--- config.mk ---
export PLATFORM = sky130hd
export DESIGN_NAME = reg_bus_xcvr
export DESIGN_NICKNAME = d
export VERILOG_FILES = /design/src/rtl/xcvr_pkg.sv /design/src/rtl/xcvr_store.sv /design/src/rtl/xcvr_outstage.sv /design/src/rtl/reg_bus_xcvr.sv
export SDC_FILE = /design/constraint.sdc
export NUM_CORES = 1
export LEC_CHECK = 0
export BUFFER_PORTS_ARGS = -buffer_cell sky130_fd_sc_hd__buf_2
export CAP_MARGIN = 10
export CORE_ASPECT_RATIO = 0.8
export CORE_MARGIN = 1.5
export CORE_UTILIZATION = 50
export CTS_BUF_LIST = sky130_fd_sc_hd__clkbuf_4 sky130_fd_sc_hd__clkbuf_8
export DETAILED_ROUTE_END_ITERATION = 8
export PLACE_DENSITY = 0.79
export SLEW_MARGIN = 20
export SYNTH_ARGS = -nofsm -noshare
export SYNTH_HDL_FRONTEND = slang
export SYNTH_SLANG_ARGS = --single-unit
--- constraint.sdc ---
create_clock -name clk -period 1.2 [get_ports clk]
set_input_delay 0.24 -clock clk [delete_from_list [all_inputs] [get_ports clk]]
set_output_delay 0.24 -clock clk [all_outputs]
set_load 0.1 [all_outputs]
--- src/rtl/xcvr_pkg.sv ---
package xcvr_pkg;
  // Direction index used by the generate loop in the top module.
  localparam int DIR_AB = 0;
  localparam int DIR_BA = 1;
  localparam int NUM_DIRS = 2;

  typedef enum logic {
    SRC_LIVE = 1'b0,
    SRC_HELD = 1'b1
  } src_sel_e;
endpackage

--- src/rtl/xcvr_store.sv ---
module xcvr_store #(
  parameter int W = 8
) (
  input  logic         clk,
  input  logic         rst,
  input  logic         cap,
  input  logic [W-1:0] din,
  output logic [W-1:0] q
);
  // Named load event for the assertions.
  logic load_evt;
  assign load_evt = cap;

  always_ff @(posedge clk) begin
    if (rst)           q <= '0;
    else if (load_evt) q <= din;
  end

  // a strobe loads the source word.
  assert_capture_R2: assert property (@(posedge clk) disable iff (rst)
    cap |=> q == $past(din));
  // no strobe, no change.
  assert_hold_R9: assert property (@(posedge clk) disable iff (rst)
    !cap |=> $stable(q));
endmodule

--- src/rtl/xcvr_outstage.sv ---
module xcvr_outstage
  import xcvr_pkg::*;
#(
  parameter int W = 8
) (
  input  logic         clk,
  input  logic         rst,
  input  src_sel_e     sel,
  input  logic [W-1:0] live,
  input  logic [W-1:0] held,
  input  logic         en,
  output logic [W-1:0] dout,
  output logic         drive
);
  function automatic logic [W-1:0] pick_word(src_sel_e s, logic [W-1:0] lv,
                                             logic [W-1:0] hd);
    return (s == SRC_HELD) ? hd : lv;
  endfunction

  logic [W-1:0] next_word;
  assign next_word = pick_word(sel, live, held);

  // Registered mux: the output moves only at the clock edge.
  always_ff @(posedge clk) begin
    if (rst) begin
      dout  <= '0;
      drive <= 1'b0;
    end else begin
      dout  <= next_word;
      drive <= en;
    end
  end

  // live selection forwards the source bus.
  assert_live_R3: assert property (@(posedge clk) disable iff (rst)
    (sel == SRC_LIVE) |=> dout == $past(live));
  // stored selection forwards the register contents.
  assert_held_R4: assert property (@(posedge clk) disable iff (rst)
    (sel == SRC_HELD) |=> dout == $past(held));
  // enable follows one edge later.
  assert_enable_R5: assert property (@(posedge clk) disable iff (rst)
    1'b1 |=> drive == $past(en));
endmodule

--- src/rtl/reg_bus_xcvr.sv ---
module reg_bus_xcvr
  import xcvr_pkg::*;
#(
  parameter int WIDTH = 8
) (
  input  logic             clk,
  input  logic             rst,
  input  logic [WIDTH-1:0] a_in,
  output logic [WIDTH-1:0] a_out,
  output logic             a_oe,
  input  logic [WIDTH-1:0] b_in,
  output logic [WIDTH-1:0] b_out,
  output logic             b_oe,
  input  logic             oe_ab,
  input  logic             oe_ba_n,
  input  logic             sel_ab,
  input  logic             sel_ba,
  input  logic             cap_ab,
  input  logic             cap_ba
);
  // Per-direction views: index DIR_AB sources A and drives B,
  // index DIR_BA sources B and drives A.
  logic [NUM_DIRS-1:0][WIDTH-1:0] src_bus, held_word, out_word;
  logic [NUM_DIRS-1:0]            cap_v, en_v, drv_v;
  src_sel_e                       sel_v [NUM_DIRS];

  assign src_bus[DIR_AB] = a_in;
  assign src_bus[DIR_BA] = b_in;
  assign cap_v[DIR_AB]   = cap_ab;
  assign cap_v[DIR_BA]   = cap_ba;
  assign en_v[DIR_AB]    = oe_ab;
  assign en_v[DIR_BA]    = ~oe_ba_n;   // polarity normalised here
  assign sel_v[DIR_AB]   = src_sel_e'(sel_ab);
  assign sel_v[DIR_BA]   = src_sel_e'(sel_ba);

  for (genvar d = 0; d < NUM_DIRS; d++) begin : g_dir
    xcvr_store #(.W(WIDTH)) i_store (
      .clk (clk),
      .rst (rst),
      .cap (cap_v[d]),
      .din (src_bus[d]),
      .q   (held_word[d])
    );
    xcvr_outstage #(.W(WIDTH)) i_out (
      .clk   (clk),
      .rst   (rst),
      .sel   (sel_v[d]),
      .live  (src_bus[d]),
      .held  (held_word[d]),
      .en    (en_v[d]),
      .dout  (out_word[d]),
      .drive (drv_v[d])
    );
  end

  assign b_out = out_word[DIR_AB];
  assign b_oe  = drv_v[DIR_AB];
  assign a_out = out_word[DIR_BA];
  assign a_oe  = drv_v[DIR_BA];

  // reset leaves both buses undriven with cleared outputs.
  assert_reset_quiet_R1: assert property (@(posedge clk)
    rst |=> (!a_oe && !b_oe && a_out == '0 && b_out == '0));
  // active-low enable for the A side.
  assert_a_polarity_R6: assert property (@(posedge clk) disable iff (rst)
    !oe_ba_n |=> a_oe);
  // both directions enabled together drive both buses.
  assert_dual_drive_R10: assert property (@(posedge clk) disable iff (rst)
    (oe_ab && !oe_ba_n) |=> (a_oe && b_oe));
endmodule

# [Yosys cells after proc, flatten, opt, wreduce, memory -nomap -nowiden]
# Cells that the tools add are included.
[totals] ff_bits=34 romBits=0 ram_bits=0 mem_count=0 elab_cells=9 inputBits=24 output_inout_bits=18 latchBits=0
[classes] magnitude_cmp=0 n_shift=0 mux=2 div=0 bitwise_logic=1 reduce_logical=0 eq_ne=0 multipliers=0 addsub=0
[ops] cell="$mux 8" count=2
[ops] cell="$not 1->1" count=1

# [Longest topological paths before layout]
# Gate-level depths: netlist of run 1.
[depth] word_depth=1 mapped_depth=3 ltp_nobuf=2

# [Hierarchy]
# Synthesis of run 1 repeated with hierarchy kept, for this count alone.
[hier_totals] cells_unflattened=109 area_unflattened_um2=1199.9
[by_module_without_submodules] module="xcvr_outstage" n_inst=2 area_each_um2=312.8 cells_per_inst=28
[by_module_without_submodules] module="xcvr_store" n_inst=2 area_each_um2=285.3 cells_per_inst=26
[by_module_without_submodules] module="reg_bus_xcvr" n_inst=1 area_each_um2=3.8 cells_per_inst=1

# [Least setup slack after synthesis of run 1]
# Ideal clock, no wire load.
[synth_path] kind="register -> output" startpoint="register g_dir[1].i_out.drive" endpoint="output a_oe" path_buffers=0 setup_slack_ns=0.051 arrival_ns=0.909 path_stages_with_launch=1 path_cell_list="dfxtp_1"
[synth_lines] element="from (decl)" line_no="xcvr_outstage.sv:13" text="output logic drive"
[synth_lines] element="from (signal assigned)" line_no="xcvr_outstage.sv:30" text="drive <= en;"
[synth_lines] element="to (decl)" line_no="reg_bus_xcvr.sv:10" text="output logic a_oe,"
# No word-level cell between the ends.

# [Final worst setup path of run 1]
[layout_path] startpoint="register g_dir[1].i_out.dout[7]" endpoint="output a_out[7]"
[layout_lines] element="from (decl)" line_no="xcvr_outstage.sv:12" text="output logic [W-1:0] dout,"
[layout_lines] element="from (signal assigned)" line_no="xcvr_outstage.sv:29" text="dout <= next_word;"
[layout_lines] element="to (decl)" line_no="reg_bus_xcvr.sv:9" text="output logic [WIDTH-1:0] a_out,"
# No word-level cell between the ends.

==> results of run 1 <==
## synthesized netlist by cell type (all sizes together)
cell / n / share of area
dfxtp: 34 / 0.56
nor2: 33 / 0.10
buf: 8 / 0.069
mux2i: 32 / 0.26
nor2b: 1 / 0.0052
## state kept, by name (all words and copies together) (netlist names)
register and flops:
g_dir.i_store.q 16, g_dir.i_out.dout 16, g_dir.i_out.drive 2
## metrics by stage
stage / cell area (um2) / total power (uW) / cells
floorplan: 1210 / 1640 / 108
global placement: 1660 / 1840 / 167
detailed placement: 1660 / 1870 / 167
CTS: 1740 / 2600 / 175
global route: 1740 / 2690 / 175
finish: 1740 / 2570 / 175
## cell families after synthesis
family	Yosys count	share of synthesized area
buffers and inverters	8	0.0690
flip-flops	34	0.560
multiplexers	32	0.264
AND/OR/NAND/NOR	34	0.107
## final timing paths
| check | slack (ns) | start | end | cells past startpoint |
|---|---|---|---|---|
| hold / removal | 0.08 | oe_ba_n | g_dir[1].i_out.drive | 2 |
| hold reg to reg | 0.50 | g_dir[1].i_store.q[4] | g_dir[1].i_store.q[4] | 2 |
| setup / recovery | 0.07 | g_dir[1].i_out.dout[7] | a_out[7] | 1 |
| setup reg to reg | 0.54 | g_dir[0].i_store.q[3] | g_dir[0].i_out.dout[3] | 2 |
## power groups by stage
stage                     Sequential [uW]  Clock, uW  Combinational [uW]
final                                1240        738                 595
after global routing                 1250        817                 619
after CTS                            1240        762                 599
after detailed placement             1270          0                 598
after global placement               1260          0                 582
after floorplan                      1500          0                 148
## layout make-up
type	instances	area [um2]
Clock buffer	8	78.8
Multi-Input combinational cell	66	450
Fill cell	146	497
Timing Repair Buffer	42	495
Sequential cell	34	681
Tap cell	25	31.3
## routing by layer
layer,routed length [um],share of wire
met4,52,0.022
met1,904,0.38
met2,1250,0.53
met5,0,0
met3,143,0.061
## cell usage in the layout (no fill, tap or decap)
| master | n |
|---|---|
| nor2_1 | 33 |
| buf_2 | 23 |
| nor2b_1 | 1 |
| clkbuf_8 | 3 |
| mux2i_1 | 32 |
| dfxtp_1 | 34 |
| clkbuf_4 | 5 |
| buf_12 | 19 |
==> key figures, run 1 <==
Routing
  – Routed WL per cell: roughly 13 um
  – DR iter-0 viols: 22
  – Detailed Route WL: 2.35 mm
  – Drt drc: 4
  – TritonRoute pass-1 iters: 7
  – Antenna-violating nets left: 0
  – Avg Vias per Cell: 4.97
  – Via count: approximately 870

Global route
  – Total GRT Usage: 0.203
  – Met3 Use GR: 0.0716
  – Met2 GRT Util: 0.384
  – Largest net degree at the start of global routing: 21
  – Initial antenna violation count: 0
  – Grt ovf: 0
  – Vias in the first global route: between 800 and 900
  – GR Util met1: 0.196
  – Layer with the highest usage: met2
  – First-pass GRT wire length: 3.84 mm

Cells and area
  – Post-layout util: 0.778
  – Layout cells sized above 1: 0.333
  – Final net count: 173
  – Layout area overhead: 42.9%
  – ANT cells: 0

STA
  – Fin. Hold Viols: 0
  – Fin. max-slew vios: 0
  – Measured slew at the worst slew-check pin: 0.285 ns
  – Slew margin rel.: 0.810
  – Peak Freq: between 0.8 and 0.9 GHz
  – Final setup viols: 0
  – Fin crit share: 0.942
  – Unrepaired setup endpoints after global routing: false
  – Worst Skew: 0.00293 ns
  – Setup WS post-layout: 0.0700 ns
  – Setup total negative slack: 0 ns
  – Post-route minimum period: 1.13 ns
  – Hold Slack: 0.0774 ns

Setup path
  – Cell with the largest stage delay on the worst path: dfxtp_1
  – Arr. time, crit path: 0.89 ns
  – Setup crit end kind: primary output
  – Crit path cell chain: buf_12
  – WP buf/inv: 1
  – Max FO, Critical Path: 1
  – Crit path kind: register to primary output
  – Crit-path max cell delay: 0.38 ns
  – Crit path max-delay family: flip-flops
  – Crit path required time: 0.96 ns
  – Worst setup SP type: register

Pwr
  – Clock power share: 0.287
  – Internal: 1820 uW
  – Sw frac: 0.292
  – Combinational group share of total power: 0.231
  – Worst VDD drop: 0.00102 V
  – Switching pwr: ~750 uW
  – Leak: 0.000832 uW
  – Pwr Density: 1480 nW/um2
  – Sequential Power Share: 0.482

Die
  – Die ar.: around 2700 um2
  – Chip width: 58.1 um
  – Core area: 2230 um2
  – Row cnt: 15
  – Initial core utilization: 0.544
  – Chip height: 47.1 um
  – Top Ports: 42

Clocking
  – Num CTS Buffers: 5
  – Clk Tree Root Cell: clkbuf_4
  – Htree depth: 2
  – Post-CTS Setup Bufs: 0
  – CTS tree: yes
  – Max clock buf depth: 2
  – Skew-Pair Late Insertion Delay: 0.32 ns
  – Post-CTS sizing: 0
  – Hold Buf Count CTS: 0
  – CTS sink cnt: 34
  – Clock transition at the registers of the reported paths: 0.09 ns

Yosys
  – Seq cells post-synth: 34
  – Syn_area_per_cell: about 11 um2
  – Synthesized cell area: 1210 um2
  – Synth warn: 0
  – Syn Inst Count: 108
  – Unique masters post-synth: 6
  – Register area share after synthesis: 0.560
  – Synth Net Count: 132

Place
  – DP HPWL: 1.84 mm
  – Place WS: 0.263 ns
  – IO Port Bufs: 41
  – Placer congestion estimate: 0.655

Run status
  – Failing checks: DRC
  – Status: complete, but fails checks

Job
  – Max-Cap Viols: 0

Hold path
  – Worst hold path type: primary input to register
No activity file was read; power rests on OpenSTA's default activity.
==> run 2: changes to the inputs <==
--- a/config.mk
+++ b/config.mk
@@ -9,10 +9,10 @@
 export CAP_MARGIN = 10
 export CORE_ASPECT_RATIO = 0.8
 export CORE_MARGIN = 1.5
-export CORE_UTILIZATION = 50
+export CORE_UTILIZATION = 54
 export CTS_BUF_LIST = sky130_fd_sc_hd__clkbuf_4 sky130_fd_sc_hd__clkbuf_8
 export DETAILED_ROUTE_END_ITERATION = 8
-export PLACE_DENSITY = 0.79
+export PLACE_DENSITY = 0.84
 export SLEW_MARGIN = 20
 export SYNTH_ARGS = -nofsm -noshare
 export SYNTH_HDL_FRONTEND = slang
==> key figures, run 2 (synthesis results as in run 1) <==
Pwr
  – Worst VDD drop: 0.00108 V (was 0.00102 V)
  – Tot Pwr: 2510 uW (was 2570 uW)
  – Internal: 1730 uW (was 1820 uW)
  – Sw frac: 0.311 (was 0.292)
  – Pwr Density: 1460 nW/um2 (was 1480 nW/um2)
  – Combinational group share of total power: 0.237 (was 0.231)
  – Leak: 0.000826 uW (was 0.000832 uW)
  – Sequential Power Share: 0.495 (was 0.482)
  – Switching pwr: 781 uW (was 752 uW)
  – Clock power share: 0.269 (was 0.287)

Die
  – Initial core utilization: 0.568 (was 0.544)
  – Row cnt: 15 (unchanged)
  – Chip height: 45.4 um (was 47.1 um)
  – Die ar.: 2550 um2 (was 2740 um2)
  – Top Ports: 42 (unchanged)
  – Chip width: 56.0 um (was 58.1 um)
  – Core area: 2140 um2 (was 2230 um2)

Run status
  – Status: complete, no violations (was complete, but fails checks)

Global route
  – First-pass GRT wire length: 3.64 mm (was 3.84 mm)
  – Initial antenna violation count: 0 (unchanged)
  – Largest net degree at the start of global routing: 35 (was 21)
  – Total GRT Usage: 0.201 (was 0.203)
  – Grt ovf: 0 (unchanged)
  – Vias in the first global route: 837 (was 890)

Clocking
  – Htree depth: 2 (unchanged)
  – Clock transition at the registers of the reported paths: 0.10 ns (was 0.09 ns)
  – Clk Tree Root Cell: clkbuf_4 (unchanged)
  – Skew-Pair Late Insertion Delay: 0.33 ns (was 0.32 ns)
  – CTS tree: yes (unchanged)
  – CTS sink cnt: 34 (unchanged)
  – Post-CTS Setup Bufs: 0 (unchanged)
  – Num CTS Buffers: 5 (unchanged)
  – Max clock buf depth: 2 (unchanged)
  – Hold Buf Count CTS: 0 (unchanged)
  – Post-CTS sizing: 0 (unchanged)

Cells and area
  – Multi-input logic area: 450 um2 (unchanged)
  – Largest regs: g_dir.i_out.dout: 16 flops, g_dir.i_store.q: 16 flops, g_dir.i_out.drive: 2 flops (unchanged)
  – Post-route cell area: 1720 um2 (was 1740 um2)
  – Layout cells sized above 1: 0.333 (unchanged)
  – Commonest non-fill, non-tap cells in the layout: dfxtp_1 (34), nor2_1 (33), mux2i_1 (32), buf_2 (23), buf_12 (19) (unchanged)
  – Final net count: 173 (unchanged)
  – Filler cells: 140 (was 146)
  – ANT cells: 0 (unchanged)
  – Commonest non-fill, non-tap cell in the layout: dfxtp_1 (unchanged)
  – Post-layout util: 0.805 (was 0.778)
  – Register area: 681 um2 (unchanged)
  – Layout area overhead: 41.7% (was 42.9%)

Setup path
  – R2R cell count: 2 (unchanged)
  – Crit path max-delay family: flip-flops (unchanged)
  – Arr. time, crit path: 0.91 ns (was 0.89 ns)
  – Cell with the largest stage delay on the worst path: dfxtp_1 (unchanged)
  – WP buf/inv: 1 (unchanged)
  – Max FO, Critical Path: 1 (unchanged)
  – Setup crit end kind: primary output (unchanged)
  – Worst setup SP type: register (unchanged)
  – Stages on worst setup path: 1 (unchanged)
  – Reg-to-reg slack, setup: 0.54 ns (about the same)
  – Crit path kind: register to primary output (unchanged)
  – Crit path cell chain: buf_12 (unchanged)
  – Crit path required time: 0.96 ns (about the same)
  – Crit-path max cell delay: 0.38 ns (about the same)

Place
  – IO Port Bufs: 41 (unchanged)
  – DP HPWL: 1.74 mm (was 1.84 mm)
  – Place WS: 0.295 ns (was 0.263 ns)
  – Placer congestion estimate: 0.733 (was 0.655)
  – Placed cell areas: 1660 um2 (unchanged)

STA
  – Setup total negative slack: 0 ns (unchanged)
  – Setup WS post-layout: 0.0545 ns (was 0.0700 ns)
  – Unrepaired setup endpoints after global routing: false (unchanged)
  – Slew margin rel.: 0.826 (was 0.810)
  – Fin crit share: 0.955 (was 0.942)
  – Measured slew at the worst slew-check pin: 0.262 ns (was 0.285 ns)
  – Final setup viols: 0 (unchanged)
  – Worst Skew: 0.00408 ns (was 0.00293 ns)
  – Peak Freq: 0.873 GHz (was 0.885 GHz)
  – Fin. max-slew vios: 0 (unchanged)
  – Post-route minimum period: 1.15 ns (was 1.13 ns)
  – Fin. Hold Viols: 0 (unchanged)

Routing
  – Avg Vias per Cell: 4.86 (was 4.97)
  – DR iter-0 viols: 22 (unchanged)
  – TritonRoute pass-1 iters: 4 (was 7)
  – Routed WL per cell: 13.6 um (was 13.4 um)
  – Via count: 851 (was 869)
  – Antenna-violating nets left: 0 (unchanged)
  – Detailed Route WL: 2.38 mm (was 2.35 mm)
  – Drt drc: 0 (was 4)

Hold path
  – Worst hold path type: primary input to register (unchanged)
  – Worst Hold Depth: 2 (unchanged)

Job
  – Max-Cap Viols: 0 (unchanged)
## run 2: power by group through the flow
stage,registers (uW),logic [uW],clock network (uW)
5_1_grt,1250,617,729
2_1_floorplan,1500,148,0
3_5_place_dp,1270,595,0
4_1_cts,1240,597,684
3_3_place_gp,1260,580,0
6_report,1240,594,674
## run 2: cell type report
cell class | count | share of cell area
Tap cell | 25 | 0.0182
Timing Repair Buffer | 42 | 0.288
Multi-Input combinational cell | 66 | 0.262
Sequential cell | 34 | 0.395
Clock buffer | 7 | 0.0342
Clock inverter | 1 | 0.00291
## run 2: stage by stage
stage,hold slack [ns],std cells
6_report,0.0602,175
5_1_grt,0.0502,175
4_1_cts,0.0551,175
3_5_place_dp,0.408,167
3_3_place_gp,0.396,167
2_1_floorplan,0.312,108
## run 2: routing by layer
layer / vias up / track usage / share of wire / wire (um)
met2: 24 / 0.369 / 0.53 / 1270
met3: 6 / 0.0597 / 0.044 / 105
met4: 0 / 0.100 / 0.016 / 38
li1: 436 / - / - / -
met5: - / 0 / 0 / 0
met1: 385 / 0.217 / 0.41 / 967
## run 2: final timing paths
check / to / start
setup / recovery: b_out[0] / g_dir[0].i_out.dout[0]
hold reg to reg: g_dir[1].i_store.q[0] / g_dir[1].i_store.q[0]
setup reg to reg: g_dir[0].i_out.dout[1] / g_dir[0].i_store.q[1]
hold / removal: g_dir[1].i_out.drive / oe_ba_n
## run 2: worst reg2reg max path: cells and delay by family (launching register included)
family	cells	cell delay (ns)
flops	1	0.34
simple gates	1	0.05
mux	1	0.18
